File: src/rtl/iu_alu_pkg.sv
// Shared definitions for the integer ALU.
// Assumes a 6-bit operation code; flag vector ordered {N,Z,V,C}.
package iu_alu_pkg;

    localparam int FLAG_N = 3;
    localparam int FLAG_Z = 2;
    localparam int FLAG_V = 1;
    localparam int FLAG_C = 0;

    typedef enum logic [5:0] {
        OP_ADD    = 6'h00, OP_AND    = 6'h01, OP_OR     = 6'h02, OP_XOR    = 6'h03,
        OP_SUB    = 6'h04, OP_ANDN   = 6'h05, OP_ORN    = 6'h06, OP_XNOR   = 6'h07,
        OP_ADDX   = 6'h08, OP_SUBX   = 6'h0C,
        OP_ADDCC  = 6'h10, OP_ANDCC  = 6'h11, OP_ORCC   = 6'h12, OP_XORCC  = 6'h13,
        OP_SUBCC  = 6'h14, OP_ANDNCC = 6'h15, OP_ORNCC  = 6'h16, OP_XNORCC = 6'h17,
        OP_ADDXCC = 6'h18, OP_SUBXCC = 6'h1C,
        OP_TADD   = 6'h20, OP_TADDTV = 6'h22, OP_MSTEP  = 6'h24,
        OP_SLL    = 6'h25, OP_SRL    = 6'h26, OP_SRA    = 6'h27
    } alu_op_e;

endpackage

File: src/rtl/iu_alu_addsub.sv
// Shared adder/subtractor with carry handling and signed/unsigned
// condition outputs. Assumes the caller chooses the addends; carry into
// bit 0 is derived from sub_en, carry_en and c_flag.
module iu_alu_addsub #(
    parameter int W = 32
) (
    input  logic [W-1:0] a,
    input  logic [W-1:0] b,
    input  logic         sub_en,
    input  logic         carry_en,
    input  logic         c_flag,
    output logic [W-1:0] sum,
    output logic         v_out,
    output logic         c_out
);
    logic [W-1:0] b_eff;
    logic         cin;
    logic [W-1:0] v_vec;
    logic [W-1:0] c_vec;

    // Select effective second addend and carry into bit 0
    always_comb begin
        b_eff = sub_en ? ~b : b;
        if (sub_en) cin = carry_en ? ~c_flag : 1'b1;
        else        cin = carry_en ?  c_flag : 1'b0;
    end

    // Single carry-propagate adder shared by all arithmetic operations
    always_comb sum = a + b_eff + {{(W-1){1'b0}}, cin};

    // Overflow and carry/borrow from operand and result sign patterns
    always_comb begin
        if (sub_en) begin
            v_vec = (a & ~b & ~sum) | (~a & b & sum);
            c_vec = (~a & b) | ((~a | b) & sum);
        end else begin
            v_vec = (a & b & ~sum) | (~a & ~b & sum);
            c_vec = (a & b) | ((a | b) & ~sum);
        end
        v_out = v_vec[W-1];
        c_out = c_vec[W-1];
    end

    // Cross-check flags against signed/unsigned arithmetic views
    always_comb begin
        if (!sub_en) begin
            a_r3_add_overflow: assert (v_out ==
                ((a[W-1] == b[W-1]) && (sum[W-1] != a[W-1])));
            a_r3_add_carry: assert (c_out ==
                (({1'b0, a} + {1'b0, b} + {{W{1'b0}}, cin}) > {1'b0, {W{1'b1}}}));
        end else begin
            a_r4_sub_overflow: assert (v_out ==
                ((a[W-1] != b[W-1]) && (sum[W-1] != a[W-1])));
            a_r4_sub_borrow: assert (c_out ==
                ({1'b0, a} < ({1'b0, b} + {{W{1'b0}}, carry_en & c_flag})));
        end
    end
endmodule

File: src/rtl/iu_alu_logic.sv
// Bitwise logic unit: and, or, xor, each optionally with the second
// operand inverted. Assumes sel[1:0] is 1, 2 or 3 when used.
module iu_alu_logic #(
    parameter int W = 32
) (
    input  logic [W-1:0] a,
    input  logic [W-1:0] b,
    input  logic [2:0]   sel,
    output logic [W-1:0] res
);
    logic [W-1:0] b_eff;

    // Apply optional inversion then pick the boolean function
    always_comb begin
        b_eff = sel[2] ? ~b : b;
        case (sel[1:0])
            2'd1:    res = a & b_eff;
            2'd2:    res = a | b_eff;
            2'd3:    res = a ^ b_eff;
            default: res = '0;
        endcase
    end

    // Inverted forms must match their algebraic definitions
    always_comb begin
        if (sel == 3'd7) a_r5_xnor_form: assert (res == ~(a ^ b));
        if (sel == 3'd5) a_r5_andn_form: assert ((res & b) == '0);
    end
endmodule

File: src/rtl/iu_alu_shift.sv
// Logarithmic barrel shifter. Left shifts reuse the right-shift stages
// through bit reversal. Assumes arith is only set for right shifts.
module iu_alu_shift #(
    parameter int W = 32
) (
    input  logic [W-1:0]          a,
    input  logic [$clog2(W)-1:0]  amt,
    input  logic                  left,
    input  logic                  arith,
    output logic [W-1:0]          res
);
    localparam int SHW = $clog2(W);

    logic [W-1:0] rev_in;
    logic [W-1:0] rev_out;
    logic [W-1:0] stage [0:SHW];
    logic         fill;

    // Reverse bit order in and out for left shifts
    for (genvar i = 0; i < W; i++) begin : g_rev
        assign rev_in[i]  = a[W-1-i];
        assign rev_out[i] = stage[SHW][W-1-i];
    end

    // Sign fill only for arithmetic right shifts
    always_comb fill = arith & ~left & a[W-1];

    assign stage[0] = left ? rev_in : a;

    // One conditional right shift by 2^k per stage
    for (genvar k = 0; k < SHW; k++) begin : g_stage
        assign stage[k+1] = amt[k]
            ? {{(1 << k){fill}}, stage[k][W-1:(1 << k)]}
            : stage[k];
    end

    // Final orientation
    always_comb res = left ? rev_out : stage[SHW];

    // Compare against language shift operators
    always_comb begin
        if (left)       a_r9_left_shift:  assert (res == (a << amt));
        else if (arith) a_r9_arith_shift: assert (res == W'($signed(a) >>> amt));
        else            a_r9_right_shift: assert (res == (a >> amt));
    end
endmodule

File: src/rtl/iu_alu.sv
// Combinational integer ALU: decodes the operation code, steers operands
// into the shared adder, logic unit and shifter, and forms the result,
// next flags, next Y and strobes. Assumes inputs are settled each cycle;
// state is held by the surrounding pipeline.
module iu_alu #(
    parameter int W     = 32,
    parameter int TAG_W = 2
) (
    input  logic [5:0]   opcode,
    input  logic [W-1:0] op_a,
    input  logic [W-1:0] op_b,
    input  logic [3:0]   flags_in,
    input  logic [W-1:0] y_in,
    output logic [W-1:0] result,
    output logic [3:0]   flags_out,
    output logic         flags_we,
    output logic         tag_trap,
    output logic [W-1:0] y_out,
    output logic         y_we,
    output logic         illegal
);
    import iu_alu_pkg::*;

    localparam int SHW = $clog2(W);

    alu_op_e      op;
    logic         is_sub;
    logic         use_carry;
    logic         is_mstep;
    logic [W-1:0] add_a;
    logic [W-1:0] add_b;
    logic [W-1:0] sum;
    logic         add_v;
    logic         add_c;
    logic [W-1:0] logic_res;
    logic [W-1:0] shift_res;
    logic         shift_left;
    logic         shift_arith;
    logic         tag_bad;
    logic [3:0]   cc_new;

    assign op = alu_op_e'(opcode);

    // Adder steering: subtract, carry use and multiply-step operand build
    always_comb begin
        is_sub    = (op == OP_SUB) || (op == OP_SUBCC) || (op == OP_SUBX) || (op == OP_SUBXCC);
        use_carry = (op == OP_ADDX) || (op == OP_ADDXCC) || (op == OP_SUBX) || (op == OP_SUBXCC);
        is_mstep  = (op == OP_MSTEP);
        add_a     = is_mstep ? {flags_in[FLAG_N] ^ flags_in[FLAG_V], op_a[W-1:1]} : op_a;
        add_b     = (is_mstep && !y_in[0]) ? '0 : op_b;
    end

    // Tag bits of either operand nonzero
    always_comb tag_bad = |(op_a[TAG_W-1:0] | op_b[TAG_W-1:0]);

    // Shift direction and kind
    always_comb begin
        shift_left  = (op == OP_SLL);
        shift_arith = (op == OP_SRA);
    end

    iu_alu_addsub #(.W(W)) u_addsub (
        .a        (add_a),
        .b        (add_b),
        .sub_en   (is_sub),
        .carry_en (use_carry),
        .c_flag   (flags_in[FLAG_C]),
        .sum      (sum),
        .v_out    (add_v),
        .c_out    (add_c)
    );

    iu_alu_logic #(.W(W)) u_logic (
        .a   (op_a),
        .b   (op_b),
        .sel (opcode[2:0]),
        .res (logic_res)
    );

    iu_alu_shift #(.W(W)) u_shift (
        .a     (op_a),
        .amt   (op_b[SHW-1:0]),
        .left  (shift_left),
        .arith (shift_arith),
        .res   (shift_res)
    );

    // Operation decode: result select, new flags and strobes
    always_comb begin
        result   = '0;
        cc_new   = flags_in;
        flags_we = 1'b0;
        tag_trap = 1'b0;
        y_out    = y_in;
        y_we     = 1'b0;
        illegal  = 1'b0;
        case (op)
            OP_ADD, OP_SUB, OP_ADDX, OP_SUBX: begin
                result = sum;
            end
            OP_ADDCC, OP_SUBCC, OP_ADDXCC, OP_SUBXCC: begin
                result   = sum;
                flags_we = 1'b1;
                cc_new   = {sum[W-1], sum == '0, add_v, add_c};
            end
            OP_AND, OP_OR, OP_XOR, OP_ANDN, OP_ORN, OP_XNOR: begin
                result = logic_res;
            end
            OP_ANDCC, OP_ORCC, OP_XORCC, OP_ANDNCC, OP_ORNCC, OP_XNORCC: begin
                result   = logic_res;
                flags_we = 1'b1;
                cc_new   = {logic_res[W-1], logic_res == '0, 2'b00};
            end
            OP_TADD: begin
                result   = sum;
                flags_we = 1'b1;
                cc_new   = {sum[W-1], sum == '0, add_v | tag_bad, add_c};
            end
            OP_TADDTV: begin
                result = sum;
                if (add_v || tag_bad) begin
                    tag_trap = 1'b1;
                end else begin
                    flags_we = 1'b1;
                    cc_new   = {sum[W-1], sum == '0, 1'b0, add_c};
                end
            end
            OP_MSTEP: begin
                result   = sum;
                flags_we = 1'b1;
                cc_new   = {sum[W-1], sum == '0, add_v, add_c};
                y_we     = 1'b1;
                y_out    = {op_a[0], y_in[W-1:1]};
            end
            OP_SLL, OP_SRL, OP_SRA: begin
                result = shift_res;
            end
            default: begin
                illegal = 1'b1;
            end
        endcase
    end

    // Flags pass through unless written
    always_comb flags_out = flags_we ? cc_new : flags_in;

    // Port-level relations between result, flags and strobes
    always_comb begin
        if (flags_we) begin
            a_r2_n_tracks_msb: assert (flags_out[FLAG_N] == result[W-1]);
            a_r2_z_on_zero:    assert (flags_out[FLAG_Z] == (result == '0));
        end else begin
            a_r6_flags_hold:   assert (flags_out == flags_in);
        end
        if (tag_trap) a_r8_trap_blocks_write: assert (!flags_we && flags_out == flags_in);
        if (!y_we)    a_r11_y_hold:           assert (y_out == y_in);
        if (illegal)  a_r12_illegal_quiet:    assert (!flags_we && !y_we && !tag_trap && result == '0);
        a_r12_trap_illegal_excl: assert ($onehot0({tag_trap, illegal}));
    end
endmodule

File: config.mk
export PLATFORM = sky130hd
export DESIGN_NAME = iu_alu
export DESIGN_NICKNAME = d
export VERILOG_FILES = /design/src/rtl/iu_alu_pkg.sv /design/src/rtl/iu_alu_addsub.sv /design/src/rtl/iu_alu_logic.sv /design/src/rtl/iu_alu_shift.sv /design/src/rtl/iu_alu.sv
export SDC_FILE = /design/constraint.sdc
export NUM_CORES = 1
export LEC_CHECK = 0
export ABC_AREA = 1
export BUFFER_PORTS_ARGS = -buffer_cell sky130_fd_sc_hd__buf_2
export CAP_MARGIN = 20
export CORE_MARGIN = 5
export CORE_UTILIZATION = 59
export DETAILED_ROUTE_END_ITERATION = 12
export PLACE_DENSITY = 0.84
export SLEW_MARGIN = 15
export SYNTH_ARGS = -nofsm -noshare
export SYNTH_HDL_FRONTEND = slang
export SYNTH_HIERARCHICAL = 1
export SYNTH_SLANG_ARGS = --single-unit
File: constraint.sdc
create_clock -name vclk -period 4.96
set_clock_uncertainty 0.15 [all_clocks]
set_input_delay 0 -clock vclk [all_inputs]
set_output_delay 0 -clock vclk [all_outputs]
set_load 0.1 [all_outputs]
---- After elaboration in Yosys (flattened, before gate mapping) ----
Index checks and enable logic that the tools add are counted.
cells by class
  add/sub/neg operators ................... 2
  equal/unequal tests ..................... 28
  mux-type cells .......................... 28
  bitwise logic cells ..................... 30
  reductions and logical operators ........ 20
operators by type and width
  kind                count
  $mux 32             14
  $and 32x32->32      11
  $or 32x32->32       7
  $pmux 32 s3         2
  $not 32->32         4
  $logic_not 32->1    2
  $eq 6x5->1 const B  10
  $eq 6x6->1 const B  6
  $add 32x1->32       1
  $add 32x32->32      1
  $xor 32x32->32      1
  $reduce_or 26->1    1
  $eq 6x3->1 const B  4
  $reduce_or 12->1    2
  $pmux 4 s4          1
  $eq 6x2->1 const B  2
  $eq 6x4->1 const B  2
  $reduce_or 11->1    1
  $mux 1              8
  $mux 4              2
  $logic_or 1x1->1    7
  $eq 6x1->1 const B  1
  $logic_not 6->1     1
  $reduce_or 6->1     1
  13 further kinds    16
storage, ports and cells
  register bits after elaboration ......... 0
  output and inout port bits .............. 72
  word-level logic and storage cells ...... 108

---- Depth between registers and ports, before layout ----
  depth in word-level cells ............... 15
  gate-level depth with buffers ........... 30
  depth with buffers taken out ............ 30

---- Hierarchy ----
Netlist, hierarchy kept.
modules (own cells, without submodules)
  module         instances  cells each  area an instance (um^2)  seq. area each (um^2)
  iu_alu_shift   1          557         2631.3                   0.0
  iu_alu_addsub  1          412         2324.7                   0.0
  iu_alu_logic   1          346         2270.9                   0.0
  iu_alu         1          516         2164.6                   0.0

---- Least setup slack after synthesis ----
OpenSTA, ideal clock, no wires.
  path kind ............................... input -> output
  from .................................... input opcode[0]
  to ...................................... output flags_out[2]
  arrival time ............................ 3.703 ns
  required time ........................... 4.810 ns
  setup slack ............................. 1.107 ns
  stages .................................. 25
  buffers on the path ..................... 2
  cells stage by stage .................... inv_1 > nand2_2 > inv_2 > nand2_1 > nor2_1 > buf_2 > buf_2 > xor2_1 > fa_1 > fa_1 > o21ai_2 > nand2_1 > nand2_2 > nand3_1 > nand2_1 > nand3_1 > nand3_1 > nand2_1 > nor2_1 > nand2_1 > nor2_1 > nand2_1 > nor2_1 > nand2_1 > nand3_1
on the way
  elaborated cells on any way between the ends .. 60
  classes of those cells .................. add/sub: 2; eq/ne: 19; mux: 13; bitwise: 13; reduce/logical: 13
RTL lines
  element                                          line                 text
  start: declaration                               iu_alu.sv:9          input logic [5:0] opcode,
  $eq 6x3->1 / $eq 6x5->1 (equally long branches)  iu_alu.sv:46         is_sub = (op == OP_SUB) || (op == OP_SUBCC) || (op == OP_SUBX) || (op == OP_SUBXCC);
  $logic_or 1x1->1 (2 in a row)                    iu_alu.sv:46
  $logic_or 1x1->1 *                               iu_alu.sv:46
  named net is_sub                                 iu_alu.sv:27         logic is_sub;
  $mux 32                                          iu_alu_addsub.sv:23  b_eff = sub_en ? ~b : b;
  $add 32x32->32                                   iu_alu_addsub.sv:29  always_comb sum = a + b_eff + {{(W-1){1'b0}}, cin};
  $add 32x1->32 *                                  iu_alu_addsub.sv:29
  named net sum[30]                                iu_alu.sv:32         logic [W-1:0] sum;
  $logic_not 32->1 *                               -
  $mux 4                                           iu_alu.sv:121        if (add_v || tag_bad) begin
  $pmux 4 s4 *                                     iu_alu.sv:97         case (op)
  $mux 4 *                                         iu_alu.sv:145        always_comb flags_out = flags_we ? cc_new : flags_in;
  end: declaration                                 iu_alu.sv:15         output logic [3:0] flags_out,
Mark *: on every way through the listed nets, which the timed path passes. The rest lies on a longest branch.

---- Final worst setup path ----
  from .................................... input opcode[3]
  to ...................................... output flags_out[2]
on the way
  elaborated cells on any way between the ends .. 55
  classes of those cells .................. add/sub: 2; eq/ne: 16; mux: 12; bitwise: 13; reduce/logical: 12
RTL lines
  element              line                 text
  $eq 6x6->1 *         iu_alu.sv:48         is_mstep = (op == OP_MSTEP);
  $logic_and 1x1->1 *  iu_alu.sv:50         add_b = (is_mstep && !y_in[0]) ? '0 : op_b;
  $mux 32 *            iu_alu.sv:50
  named net add_b[0]   iu_alu.sv:31         logic [W-1:0] add_b;
  $not 32->32          iu_alu_addsub.sv:23
  $mux 32 *            iu_alu_addsub.sv:23
  $add 32x32->32 *     iu_alu_addsub.sv:29
  $add 32x1->32 *      iu_alu_addsub.sv:29
  named net sum[30]    iu_alu.sv:32
  $logic_not 32->1 *   -
  $mux 4               iu_alu.sv:121
  $pmux 4 s4 *         iu_alu.sv:97
  $mux 4 *             iu_alu.sv:145
Marks and branches as above.

==> results.txt <==
- Resize count post-CTS: 0
* Effective utilization at floorplan: 59.6%
- Wire length of the first global-routing pass: 61200 µm
* Port bufs: 178
- Number of antenna violations at the first check in global routing: 2
- The die is between 100 and 150 µm tall.
* Area of the multi-input gates: roughly 8000 µm²
- The die is around 140 µm wide.
- After detailed routing, the average wire length per cell comes to 18.6 µm.
* Type of the tightest min-delay check: in -> out
- The portion of synthesized area spent on multiplexers is 0%.
- The number of max-slew violations in the final report was 0.
* Die Outline Area: roughly 19000 µm²
- The number of hold violations in the final report came to 0.
* Crit share post-route: between 80% and 90%
- Number of antenna-violating nets in the routed design: 0
- Number of cells traversed by the worst hold path: 4
- Required time reported for the critical path endpoint: 4.81 ns
* Fraction of final layout cells with drive strength greater than 1: a little over an eighth
- Pin placement for this block handled roughly 180 I/O pins.
- Cell type contributing the most total cell area after synthesis: nand3_1
- Relative slew slack: 22.4%
- Number of fill cells in the layout: 1586
- At the end of routability-driven placement, the weighted congestion stood at about 1.1.
- Across the VDD grid, the largest voltage drop is 120 µV.
- DPL Wire Length: between 30000 and 40000 µm
- Overall power consumption after layout is estimated at 1.71 mW.
* Main combinational cell family by area after synthesis: simple AND/OR/NAND/NOR gates
- The synthesized netlist devotes 8.18% of its cell area to XOR and XNOR gates.
- Area of the placeable core: 15800 µm²
* Footprint of the flip-flops and latches: 0 µm²
* Pin count of the biggest net entering global routing: 68
* Count of sequential standard cells: 0
- Final Setup Violations: 0
- Unrepaired setup endpoints after global routing: false
- The layout has 0 clock buffers.
- Derived from the worst setup path, the maximum achievable clock frequency is 0.245 GHz.
- The count of cells in the finished layout, fillers not included, comes to about 2100.
- Critical Path Start Type: input pin
- The Yosys step of the flow raised 6 warnings.
* Complex-gate fraction of the synthesized area: between 6 and 7%
* Iteration-0 DRC Markers: 1770
- The worst setup path is captured at an output port.
- Kind of critical path: in -> out
- Post-synth top area share: between 20% and 30%
- The cell count after synthesis came out at between 1500 and 2000.
- The number of placed instances, taps included, is roughly 2100.
- Net count, final: around 2100
- Pre-Repair DR Iteration Count: 6
- Biggest fanout along the worst timing path: 23
- After clock tree synthesis, the flow added hold-fix buffers numbering 0.
- GRT Resource Usage Total: 41.4%
* Synth unique cells: 38
- After routing, the total negative slack on setup checks comes to 0 ns.
- The routed layout has ~13000 vias.
* Data arrival, critical path: between 3 and 4 ns
- Final critical-path required period: approximately 4.1 ns
- Ratio of total power to cell area: between 150 and 200 nW/µm²
* Setup fix buffers added after clock tree synthesis: 0
* Synth-to-Final Area Change: 13.8%
* Average via count per standard cell: around 6
- DRC violations left: 0
- Summing the areas of all fa, ha and maj instances in the mapped netlist gives between 10% and 20% of the synthesized area.
- At the end of the flow the core is filled with cells to 67.8%.
* Actual transition at the worst max-transition pin: between 1 and 1.5 ns
* Synth Net Count: slightly above 2000
- In the synthesized netlist, the cells that appear most often are 541 x nand2_1, 472 x nand3_1, 229 x inv_1, 122 x nor2_1, 94 x ha_1.
- Area of the mapped netlist: between 9000 and 10000 µm²
* Share of the yosys chip area belonging to registers: 0%
* Dominant cells by area after synthesis: nand3_1 25%, nand2_1 22%, ha_1 13%, inv_1 9.2%, nor2_1 4.9%
* Most common cell in the netlist: nand2_1
* Detailed Route WL: around 40000 µm
- The flow ran to the end, and the final reports show no timing, DRC or antenna violations.
- Across the run, the number of max-cap violations was 0.
- Simple-gate portion of the synthesized area: between 50% and 60%
* Final-layout worst hold slack: 0.316 ns
* Count of standard-cell rows: 46
- The number of global-route vias before repair came to between 10000 and 15000.
* Static leakage power: a little over 6 nW
* Average instance area after synthesis: around 5.1 µm²
- Global routing finished with a remaining overflow of 0.
## worst max-delay path: stages
cell	delay, ns
buf_2	0.12
inv_2	0.08
nand2_1	0.11
nor2_1	0.15
nand2_2	0.10
nor2_2	0.12
buf_4	0.27
nor2_1	0.09
xnor2_1	0.14
fa_1	0.42
fa_1	0.47
o21ai_2	0.26
nand2_1	0.10
nand2_2	0.09
nand3_1	0.07
nand2_1	0.13
nand3_1	0.10
nand3_1	0.08
nand2_1	0.08
nor2_1	0.09
nand2_1	0.05
nor2_1	0.10
nand2_1	0.07
nor2_1	0.21
nand2_1	0.08
nand3_1	0.13
buf_12	0.18
## path summary, 6_finish.rpt
path | endpoint | slack [ns] | startpoint
hold / removal | flags_out[1] | 0.32 | flags_in[1]
setup / recovery | flags_out[2] | 0.88 | opcode[3]
## where the power goes
group          switching, mW  internal (mW)  leakage, nW     total, mW
clock network              0   0.0000000270   0.00000634  0.0000000270
logic                   1.21          0.500         6.17          1.71
registers                  0              0            0             0
## layout by cell type (no fill, tap or decap), types with 36 or more instances in the layout
master,count
buf_12,36
buf_2,142
ha_1,94
inv_1,229
nand2_1,541
nand3_1,472
nor2_1,120
o21ai_0,36
o21ai_1,37
xnor2_1,37
xor2_1,47
## kinds of logic after synthesis
group / Yosys count
buffers and inverters: 336
XOR/XNOR: 86
AND/OR/NAND/NOR: 1193
AO/OA/AOI/OAI: 120
adder cells (fa/ha/maj): 96
## layer usage
metal / track usage, % / share of wire, % / vias up
li1: - / - / 6086
met3: 5.59 / 11 / 153
met5: 0 / 0.033 / -
met2: 69.1 / 45 / 865
met1: 52.3 / 38 / 5749
met4: 20.3 / 5.9 / 2
## cell type report
| cell class | instances | share of cell area, % |
|---|---|---|
| multi-input combinational | 1495 | 74.1 |
| timing repair buffer | 198 | 15.1 |
| inverter | 237 | 8.32 |
| tap | 216 | 2.53 |
| antenna | 1 | 0.0234 |
## per-stage QoR
stage / cell area [µm²] / setup slack [ns]
after global routing: 10700 / 0.594
after detailed placement: 10600 / 0.908
final: 10700 / 0.876
after global placement: 10600 / 1.04
after CTS: 10600 / 0.909
after floorplan: 9390 / 1.11
Note: power is estimated with default switching activity, not from simulation.
